File: src/rtl/uart_stat_pkg.sv
package uart_stat_pkg;

    typedef enum logic [1:0] {
        SRC_NONE = 2'd0,
        SRC_TXR  = 2'd1,
        SRC_RXD  = 2'd2,
        SRC_LINE = 2'd3
    } src_e;

    localparam logic [2:0] A_DATA = 3'd0;
    localparam logic [2:0] A_IEN  = 3'd1;
    localparam logic [2:0] A_ID   = 3'd2;
    localparam logic [2:0] A_LST  = 3'd5;

    function automatic int trig_entries(input logic [1:0] sel);
        case (sel)
            2'd0:    return 1;
            2'd1:    return 4;
            2'd2:    return 8;
            default: return 14;
        endcase
    endfunction

    function automatic logic [7:0] src_code(input src_e s);
        case (s)
            SRC_LINE: return 8'h06;
            SRC_RXD:  return 8'h04;
            SRC_TXR:  return 8'h02;
            default:  return 8'h01;
        endcase
    endfunction

endpackage

File: src/rtl/uart_stat_fifo.sv
module uart_stat_fifo #(
    parameter int W     = 8,
    parameter int DEPTH = 16,
    localparam int AW   = (DEPTH > 1) ? $clog2(DEPTH) : 1,
    localparam int CW   = $clog2(DEPTH + 1)
) (
    input  logic          clk,
    input  logic          rst_n,
    input  logic          clr,
    input  logic          push,
    input  logic          pop,
    input  logic [W-1:0]  wdata,
    output logic [W-1:0]  head,
    output logic [CW-1:0] count
);

    logic [W-1:0]  mem [DEPTH];
    logic [AW-1:0] wr_ptr;
    logic [AW-1:0] rd_ptr;
    logic          do_push;
    logic          do_pop;

    always_comb begin
        do_push = push && !clr && (count < CW'(DEPTH));
        do_pop  = pop && !clr && (count != '0);
    end

    always_ff @(posedge clk or negedge rst_n) begin
        if (!rst_n) begin
            wr_ptr <= '0;
            rd_ptr <= '0;
            count  <= '0;
        end else if (clr) begin
            wr_ptr <= '0;
            rd_ptr <= '0;
            count  <= '0;
        end else begin
            if (do_push)
                wr_ptr <= (wr_ptr == AW'(DEPTH - 1)) ? '0 : wr_ptr + 1'b1;
            if (do_pop)
                rd_ptr <= (rd_ptr == AW'(DEPTH - 1)) ? '0 : rd_ptr + 1'b1;
            unique case ({do_push, do_pop})
                2'b10:   count <= count + 1'b1;
                2'b01:   count <= count - 1'b1;
                default: count <= count;
            endcase
        end
    end

    always_ff @(posedge clk) begin
        if (do_push)
            mem[wr_ptr] <= wdata;
    end

    assign head = mem[rd_ptr];

endmodule

File: src/rtl/uart_stat_irq_fsm.sv
module uart_stat_irq_fsm
    import uart_stat_pkg::*;
(
    input  logic       clk,
    input  logic       rst_n,
    input  logic       line_req,
    input  logic       rxd_req,
    input  logic       txr_req,
    output src_e       src,
    output logic       irq,
    output logic [7:0] id_code
);

    src_e state_q;
    src_e state_d;

    // Each cycle: move to the highest pending source.
    always_comb begin
        unique case (state_q)
            SRC_NONE, SRC_TXR, SRC_RXD, SRC_LINE: begin
                if (line_req)      state_d = SRC_LINE;
                else if (rxd_req)  state_d = SRC_RXD;
                else if (txr_req)  state_d = SRC_TXR;
                else               state_d = SRC_NONE;
            end
            default: state_d = SRC_NONE;
        endcase
    end

    always_ff @(posedge clk or negedge rst_n) begin
        if (!rst_n) state_q <= SRC_NONE;
        else        state_q <= state_d;
    end

    always_comb begin
        src     = state_q;
        id_code = src_code(state_q);
        unique case (state_q)
            SRC_NONE: irq = 1'b0;
            default:  irq = 1'b1;
        endcase
    end

endmodule

File: src/rtl/uart_stat_core.sv
module uart_stat_core
    import uart_stat_pkg::*;
#(
    parameter int DEPTH = 16
) (
    input  logic       clk,
    input  logic       rst_n,
    input  logic [2:0] bus_addr,
    input  logic       bus_wr,
    input  logic       bus_rd,
    input  logic [7:0] bus_wdata,
    output logic [7:0] bus_rdata,
    input  logic       rx_push,
    input  logic [7:0] rx_char,
    input  logic       rx_perr,
    input  logic       rx_ferr,
    input  logic       rx_brk,
    output logic       tx_valid,
    output logic [7:0] tx_data,
    input  logic       tx_take,
    input  logic       tsr_empty,
    output logic       irq
);

    localparam int CW   = $clog2(DEPTH + 1);
    localparam int RXW  = 8 + 3;

    // control state
    logic [3:0]    ier_q;
    logic          fifo_en_q;
    logic [1:0]    trig_sel_q;
    logic          ovr_q;
    logic          head_mask_q;
    logic          tx_ack_q;
    logic [CW-1:0] err_cnt_q;

    // queue signals
    logic [CW-1:0]  rx_cnt, tx_cnt, rx_cap;
    logic [RXW-1:0] rx_head;
    logic [7:0]     tx_head;
    logic           rx_clr, tx_clr;
    logic           rx_accept, rx_ovf, rx_pop;
    logic           tx_push, tx_pop;
    logic           rx_empty, tx_empty;
    logic [2:0]     push_err, head_err;

    // bus decode
    logic wr_ien, wr_ctl, rd_lst, rd_id, rd_data, wr_data, mode_flip;

    // status and requests
    logic [7:0] lsr;
    logic       line_req, rxd_req, txr_req;
    logic [7:0] id_code;
    src_e       src;

    always_comb begin
        wr_ien    = bus_wr && (bus_addr == A_IEN);
        wr_ctl    = bus_wr && (bus_addr == A_ID);
        wr_data   = bus_wr && (bus_addr == A_DATA);
        rd_lst    = bus_rd && (bus_addr == A_LST);
        rd_id     = bus_rd && (bus_addr == A_ID);
        rd_data   = bus_rd && (bus_addr == A_DATA);
        mode_flip = wr_ctl && (bus_wdata[0] != fifo_en_q);
        rx_clr    = wr_ctl && (bus_wdata[1] || mode_flip);
        tx_clr    = wr_ctl && (bus_wdata[2] || mode_flip);
    end

    always_comb begin
        rx_cap    = fifo_en_q ? CW'(DEPTH) : CW'(1);
        rx_empty  = (rx_cnt == '0);
        tx_empty  = (tx_cnt == '0);
        rx_accept = rx_push && (rx_cnt < rx_cap);
        rx_ovf    = rx_push && !rx_accept;
        rx_pop    = rd_data && !rx_empty;
        tx_push   = wr_data && (tx_cnt < rx_cap);
        tx_pop    = tx_take && !tx_empty;
        push_err  = {rx_brk, rx_ferr, rx_perr};
        head_err  = rx_head[RXW-1:8];
    end

    uart_stat_fifo #(.W(RXW), .DEPTH(DEPTH)) u_rxq (
        .clk   (clk),
        .rst_n (rst_n),
        .clr   (rx_clr),
        .push  (rx_accept),
        .pop   (rx_pop),
        .wdata ({push_err, rx_char}),
        .head  (rx_head),
        .count (rx_cnt)
    );

    uart_stat_fifo #(.W(8), .DEPTH(DEPTH)) u_txq (
        .clk   (clk),
        .rst_n (rst_n),
        .clr   (tx_clr),
        .push  (tx_push),
        .pop   (tx_pop),
        .wdata (bus_wdata),
        .head  (tx_head),
        .count (tx_cnt)
    );

    // register file and sticky status
    always_ff @(posedge clk or negedge rst_n) begin
        if (!rst_n) begin
            ier_q       <= '0;
            fifo_en_q   <= 1'b0;
            trig_sel_q  <= '0;
            ovr_q       <= 1'b0;
            head_mask_q <= 1'b0;
            tx_ack_q    <= 1'b0;
            err_cnt_q   <= '0;
        end else begin
            if (wr_ien) ier_q <= bus_wdata[3:0];
            if (wr_ctl) begin
                fifo_en_q  <= bus_wdata[0];
                trig_sel_q <= bus_wdata[7:6];
            end

            if (rx_ovf)      ovr_q <= 1'b1;
            else if (rd_lst) ovr_q <= 1'b0;

            if (rx_clr || rx_pop || (rx_accept && rx_empty))
                head_mask_q <= 1'b0;
            else if (rd_lst)
                head_mask_q <= 1'b1;

            if (tx_push || (wr_ien && bus_wdata[1] && !ier_q[1]))
                tx_ack_q <= 1'b0;
            else if (rd_id && (src == SRC_TXR))
                tx_ack_q <= 1'b1;

            if (rx_clr)
                err_cnt_q <= '0;
            else
                err_cnt_q <= err_cnt_q
                           + CW'(rx_accept && (push_err != '0))
                           - CW'(rx_pop && (head_err != '0));
        end
    end

    always_comb begin
        lsr[0]   = !rx_empty;
        lsr[1]   = ovr_q;
        lsr[4:2] = (rx_empty || head_mask_q) ? 3'b000 : head_err;
        lsr[5]   = tx_empty;
        lsr[6]   = tx_empty && tsr_empty;
        lsr[7]   = (err_cnt_q != '0);
    end

    always_comb begin
        line_req = ier_q[2] && (lsr[1] || (lsr[4:2] != '0));
        rxd_req  = ier_q[0] && (fifo_en_q ? (rx_cnt >= CW'(trig_entries(trig_sel_q)))
                                          : !rx_empty);
        txr_req  = ier_q[1] && tx_empty && !tx_ack_q;
    end

    uart_stat_irq_fsm u_fsm (
        .clk      (clk),
        .rst_n    (rst_n),
        .line_req (line_req),
        .rxd_req  (rxd_req),
        .txr_req  (txr_req),
        .src      (src),
        .irq      (irq),
        .id_code  (id_code)
    );

    always_comb begin
        unique case (bus_addr)
            A_DATA:  bus_rdata = rx_head[7:0];
            A_IEN:   bus_rdata = {4'b0000, ier_q};
            A_ID:    bus_rdata = id_code;
            A_LST:   bus_rdata = lsr;
            default: bus_rdata = 8'h00;
        endcase
    end

    assign tx_valid = !tx_empty;
    assign tx_data  = tx_head;

endmodule

File: config.mk
export PLATFORM = sky130hd
export DESIGN_NAME = uart_stat_core
export DESIGN_NICKNAME = d
export VERILOG_FILES = /design/src/rtl/uart_stat_pkg.sv /design/src/rtl/uart_stat_fifo.sv /design/src/rtl/uart_stat_irq_fsm.sv /design/src/rtl/uart_stat_core.sv
export SDC_FILE = /design/constraint.sdc
export NUM_CORES = 1
export LEC_CHECK = 0
export BUFFER_PORTS_ARGS = -buffer_cell sky130_fd_sc_hd__buf_2
export CORE_MARGIN = 5
export CORE_UTILIZATION = 25
export DETAILED_ROUTE_END_ITERATION = 8
export SLEW_MARGIN = 15
export SYNTH_ARGS = -nofsm -noshare
export SYNTH_HDL_FRONTEND = slang
export SYNTH_SLANG_ARGS = --single-unit
File: constraint.sdc
create_clock -name clk -period 7.8 [get_ports clk]
set_input_delay 0.78 -clock clk [delete_from_list [all_inputs] [get_ports clk]]
set_output_delay 0.78 -clock clk [all_outputs]
set_load 0.03 [all_outputs]
==> Word level (Yosys, flattened, before mapping) <==
Memory sizes are Yosys's and may differ from the RTL's.
Index checks and enable logic that the tools add are counted.
{ "word_totals": {"n_memories": 2, "inputBits": 29, "word_cells": 154, "output_inout_bits": 18, "ff_bits": 43, "ramBits": 304} }
{ "classes": {"addsub": 10, "reduce_logical": 68, "n_eq_ne": 17, "muxes": 38, "n_lt_le_gt_ge": 5} }
{ "memory_table": {"columns": ["name", "depth", "word_bits", "read_ports", "rd_ports_with_merged_regs", "wr", "line", "rtl"], "rows": [
  ["u_rxq.mem", 16, 11, 1, 0, 1, "uart_stat_fifo.sv:17", "logic [W-1:0] mem [DEPTH];"],
  ["u_txq.mem", 16, 8, 1, 0, 1, "uart_stat_fifo.sv:17", null]
]} }
{ "ops": {"columns": ["cell", "n"], "rows": [
  ["4-bit 2-to-1 mux", 12],
  ["1-bit logical AND", 33],
  ["8-bit case mux with 4 select lines", 1],
  ["5-bit 2-to-1 mux", 4],
  ["5-bit case mux with 2 select lines", 2],
  ["4-bit by 1-bit adder with 4-bit output (second input constant)", 4],
  ["4-bit equality test (second input constant)", 4],
  ["3-bit nonzero test", 5],
  ["5-bit nonzero test", 3],
  ["2-bit nonzero test", 7],
  ["1-bit 2-to-1 mux", 13],
  ["4-bit case mux with 3 select lines", 1],
  ["5-bit by 1-bit adder with 5-bit output (second input constant)", 2],
  ["2-bit equality test (second input constant)", 5],
  ["5-bit logical NOT", 2],
  ["5-bit < comparator", 2],
  ["5-bit < comparator (second input constant)", 2],
  ["5-bit by 1-bit subtractor with 5-bit output (second input constant)", 2],
  ["3-bit case mux with 3 select lines", 1],
  ["2-bit by 1-bit equality test with 1-bit output (second input constant)", 4],
  ["1-bit logical NOT", 7],
  ["1-bit logical OR", 7],
  ["2-bit 2-to-1 mux", 3],
  ["5-bit by 1-bit adder with 5-bit output", 1],
  ["other kinds (10)", 11]
]} }

==> Depth between registers and ports, before layout <==
{ "depth": {"depth_word": 11, "depth_mapped": 16} }

==> By module <==
Synthesis repeated with hierarchy kept, for this count alone.
{ "hier_totals": {"cells_unflattened": 836, "area_unflattened_um2": 15010.6} }
{ "by_module_without_submodules": {"columns": ["mod", "seq_area_each_um2", "area_each_um2", "cells_each", "n_inst"], "rows": [
  ["uart_stat_fifo (u_rxq)", 5610.4, 7729.9, 373, 1],
  ["uart_stat_fifo (u_txq)", 4169.0, 5871.9, 300, 1],
  ["uart_stat_core", 375.4, 1282.5, 148, 1],
  ["uart_stat_irq_fsm", 50.0, 126.4, 15, 1]
]} }

==> Least setup slack after synthesis <==
No wires, ideal clock.
{ "synth_timing": {"path_type": "reg2reg", "startpoint": "register u_rxq.rd_ptr[0]", "endpoint": "register err_cnt_q[4]", "n_path_buf": 2, "arrival_time_ps": 3466, "setup_time_ps": 78, "required_ps": 7722, "setup_slack_ps": 4256, "path_stages_with_launch": 16, "path_cell_list": "dfrtp_1 buf_2 buf_2 mux4_2 a22oi_1 nand3_1 nor2_1 nor2_1 ha_1 inv_1 ha_1 fa_1 a21oi_1 nor2_1 or3_1 a21oi_1"} }
{ "synth_via": {"elab_chain_cells": 5} }
{ "synth_rtl": {"columns": ["element", "line", "rtl"], "rows": [
  ["start: declaration", "uart_stat_fifo.sv:19", "logic [AW-1:0] rd_ptr;"],
  ["start signal: assignment", "uart_stat_fifo.sv:41", "rd_ptr <= (rd_ptr == AW'(DEPTH - 1)) ? '0 : rd_ptr + 1'b1;"],
  ["memory 16 x 11 bit", null, null],
  ["3-bit nonzero test", "uart_stat_core.sv:138", "- CW'(rx_pop && (head_err != '0));"],
  ["1-bit logical AND", "uart_stat_core.sv:138", null],
  ["5-bit by 1-bit subtractor with 5-bit output", "uart_stat_core.sv:138", null],
  ["5-bit 2-to-1 mux", "uart_stat_core.sv:133", "if (rx_clr)"],
  ["end signal: assignment", "uart_stat_core.sv:136", "err_cnt_q <= err_cnt_q"],
  ["end: declaration", "uart_stat_core.sv:35", "logic [CW-1:0] err_cnt_q;"]
]} }
Every way passes these cells.
A chain may end at the register's enable or synchronous reset.

==> Worst setup path in the final report <==
{ "layout_timing": {"startpoint": "register u_rxq.rd_ptr[0]", "endpoint": "output bus_rdata[2]"} }
{ "layout_via": {"elab_chain_cells": 3} }
{ "layout_rtl": {"columns": ["element", "line", "rtl"], "rows": [
  ["memory 16 x 11 bit *", null, null],
  ["3-bit 2-to-1 mux", "uart_stat_core.sv:145", "lsr[4:2] = (rx_empty || head_mask_q) ? 3'b000 : head_err;"],
  ["8-bit case mux with 4 select lines *", "uart_stat_core.sv:170", "unique case (bus_addr)"],
  ["end: declaration", "uart_stat_core.sv:12", "output logic [7:0] bus_rdata,"]
]} }
Every way passes the cells marked *; elsewhere a longest branch is shown, timed or not.

==> out/summary.txt <==
Status - complete, no violations
Min Hold Slack - 0.3354 ns
Synth Area in Compound Gates - 5.304%
Ys flop type - edfxtp_1
Yosys reg bits - 347
# hold bufs at CTS - 0
Mux contribution to synthesized area - 13.47%
Antenna-violating nets left - 0
CTS root buf - clkbuf_16
DP Area - 0.01581 mm^2
Area grow syn2layout - 15.53%
GPL Wtd Cong - 0.7784
CTS tree - built
Hold Path Class - input pin to async pin
RSZ-0062 raised after global routing - no
Simple-gate share of the synthesized area - 6.744%
Drt drc - 0
Async set-reset flop share out of synthesis - 12.39%
Later-pin clock latency in the skew report - 0.53 ns
Commonest non-fill, non-tap cell in the layout - edfxtp_1
CTS sink count - 347
CP Launch Type - register
Largest family of logic cells by synthesized area - multiplexers
Starting DRT DRC Count - 626
GRT Total Usage - 10.12%
Post-route setup TNS - 0 ns
Final hold violations - 0
Drt pass-1 iters - 5
Grt ovf - 0
Gate Count Post-Synth - 866
Final net count - 982
HPWL Detailed - 21100 um
Max Root-Sink Buffers - 3
F_max - 0.2233 GHz
R2r setup slk - 3.35 ns
Row count - 88
Final std cells w/o fill - 1719
Number of global-route vias before repair - 7892
Maximum VDD drop - 217.1 uV
Initial core utilization - 25.26%
Max-Cap Viols - 0
Most frequent cells in the layout - 304 x edfxtp_1, 68 x mux4_2, 49 x nor2_1
Worst slew margin - 27.18%
Netlist cell types - 65
Critical path required time - 7.02 ns
Critical path arrival - 3.70 ns
Worst slew pin tran - 1.086 ns
Post-CTS Setup Inserts - 0
Vias per cell - 4.530
Final period util - 57.43%
YS warnings - 0
Boundary pin count - 47
Min Tclk post-route - 4.479 ns
Vias - 7787
Final instance area - 0.01687 mm^2
Leak - 5.558 nW
CP Max Fanout - 28
Synth Area in XOR/XNOR - 0.7798%
Core area - 0.05781 mm^2
Final Skew - 0.02004 ns
CTS resizes - 0
Reg clk slew, reported paths - 0.06 ns
Mean Syn Cell Area - 16.86 um^2
WL final - 32840 um
Post-synth EDFFs - 304
Post-layout utilization of the core - 29.18%
WL/cell - 19.10 um
Die Width - 251.7 um
Netlist Area Pre-Place - 0.01460 mm^2
Antenna violations before repair - 9
Final Setup Violations - 0
First-pass GRT wire length - 49340 um
Die Ht - 251.7 um
Slew Viols, Final - 0
# placed instances - 1657
Syn Nets - 920
Die area - 0.06334 mm^2
TritonCTS buffer count - 34
H-tree Lvls - 2
Sequential element share of the synthesized area - 69.89%
Layout cell share with drive strength beyond 1 - 22.08%
Pin count of the biggest net entering global routing - 49
Adder-cell share of the synthesized area - 2.194%
Crit Path Class - register to primary output
Buffers on Ports - 46
CP Capture Type - primary output
PD cells - 322.7 mW/mm^2
## cells in the mapped netlist (all sizes together), types with 2 or more instances
cell type    n  area, um^2
nand2b       6       37.54
edfxtp     304        9129
o21a         4       30.03
a21oi       30       150.1
mux2i       30       300.3
nor2        49       183.9
a22o         2       17.52
nand3       13       65.06
a211oi       2       15.01
or4          4       37.53
and2        21       131.4
inv         18       67.56
nor3        17       101.4
nor2b        7       43.79
nor3b        3       22.52
a31oi        6       37.54
a21o         3       22.52
a311oi       3       26.28
mux4        68        1531
and3         6       37.54
nor4         4       25.02
ha          24       300.3
o21ai       34       173.9
xnor2        5       43.79
clkbuf      22       82.58
buf         19       86.33
nor4bb       2       20.02
o31ai        6       45.04
or2          2       12.52
or3          2       12.51
xor2         8       70.07
a221oi       8       70.07
dfrtp       43        1076
mux2        12       135.1
or4b         2       20.02
nand2       45       171.4
a22oi       12       90.09
nand4        4       25.02
## sequential cells by signal, indices dropped and copies added, names as in the netlist, 2 cells and up
| signal | flops |
|---|---|
| err_cnt_q | 5 |
| ier_q | 4 |
| trig_sel_q | 2 |
| u_fsm.src | 2 |
| u_rxq.count | 5 |
| u_rxq.mem | 176 |
| u_rxq.rd_ptr | 4 |
| u_rxq.wr_ptr | 4 |
| u_txq.count | 5 |
| u_txq.mem | 128 |
| u_txq.rd_ptr | 4 |
| u_txq.wr_ptr | 4 |
## path summary, 6_finish.rpt
path | start | endpoint | depth (start not counted)
worst max register to register | u_rxq.rd_ptr[0] | err_cnt_q[4] | 14
max in group asynchronous | rst_n | u_rxq.rd_ptr[1] | 2
worst min register to register | tx_ack_q | u_fsm.src[0] | 1
worst max-delay path | u_rxq.rd_ptr[0] | bus_rdata[2] | 7
worst min-delay path | rst_n | u_rxq.count[1] | 2
min in group clk | tx_ack_q | u_fsm.src[0] | 1
## through the flow
step | power, mW | setup slack (ns)
6_report | 5.443 | 3.321
3_5_place_dp | 3.930 | 3.281
2_1_floorplan | 3.470 | 4.256
4_1_cts | 5.508 | 3.232
3_3_place_gp | 3.904 | 3.291
5_1_grt | 5.728 | 2.989
## layer usage
| metal | share of wire, % | GRT usage, % |
|---|---|---|
| met1 | 44 | 13.71 |
| met2 | 47 | 16.37 |
| met3 | 7.0 | 2.598 |
| met4 | 2.0 | 2.557 |
| met5 | 0.14 | 0 |
## report_power, final
part | internal [mW] | leakage [nW] | total (mW) | switching (mW)
clock network | 0.887 | 0.510 | 1.57 | 0.684
logic | 0.666 | 1.78 | 1.51 | 0.844
registers | 2.16 | 3.27 | 2.36 | 0.203
## worst max-delay path, stage by stage (launching register included)
cell and delay (ns):
dfrtp_2 0.94, buf_4 0.55, mux4_2 0.56, a22oi_1 0.25
nand3_1 0.19, nand4_1 0.13, o21ai_0 0.24, buf_2 0.28
## final cells by class
| type | count | area, um^2 |
|---|---|---|
| fill | 5725 | 40940 |
| sequential | 347 | 10210 |
| multi-input combinational | 460 | 4193 |
| tap | 765 | 957.2 |
| clock buffer | 38 | 887.1 |
| timing repair buffer | 67 | 387.9 |
| clock inverter | 21 | 160.2 |
| inverter | 18 | 67.56 |
| antenna | 3 | 7.507 |
## cell families (layout without fill, tap and decap cells)
| family | Yosys count | count (layout) |
|---|---|---|
| xor gates and xnor gates | 13 | 13 |
| and+or+nand+nor | 191 | 191 |
| muxes | 110 | 110 |
| AOI/OAI and AO/OA | 121 | 121 |
| DFF | 347 | 347 |
| other | 0 | 3 |
| buffers and inverters | 59 | 144 |
| adders and majority gates | 25 | 25 |
Note: power is estimated with default switching activity, not from simulation.
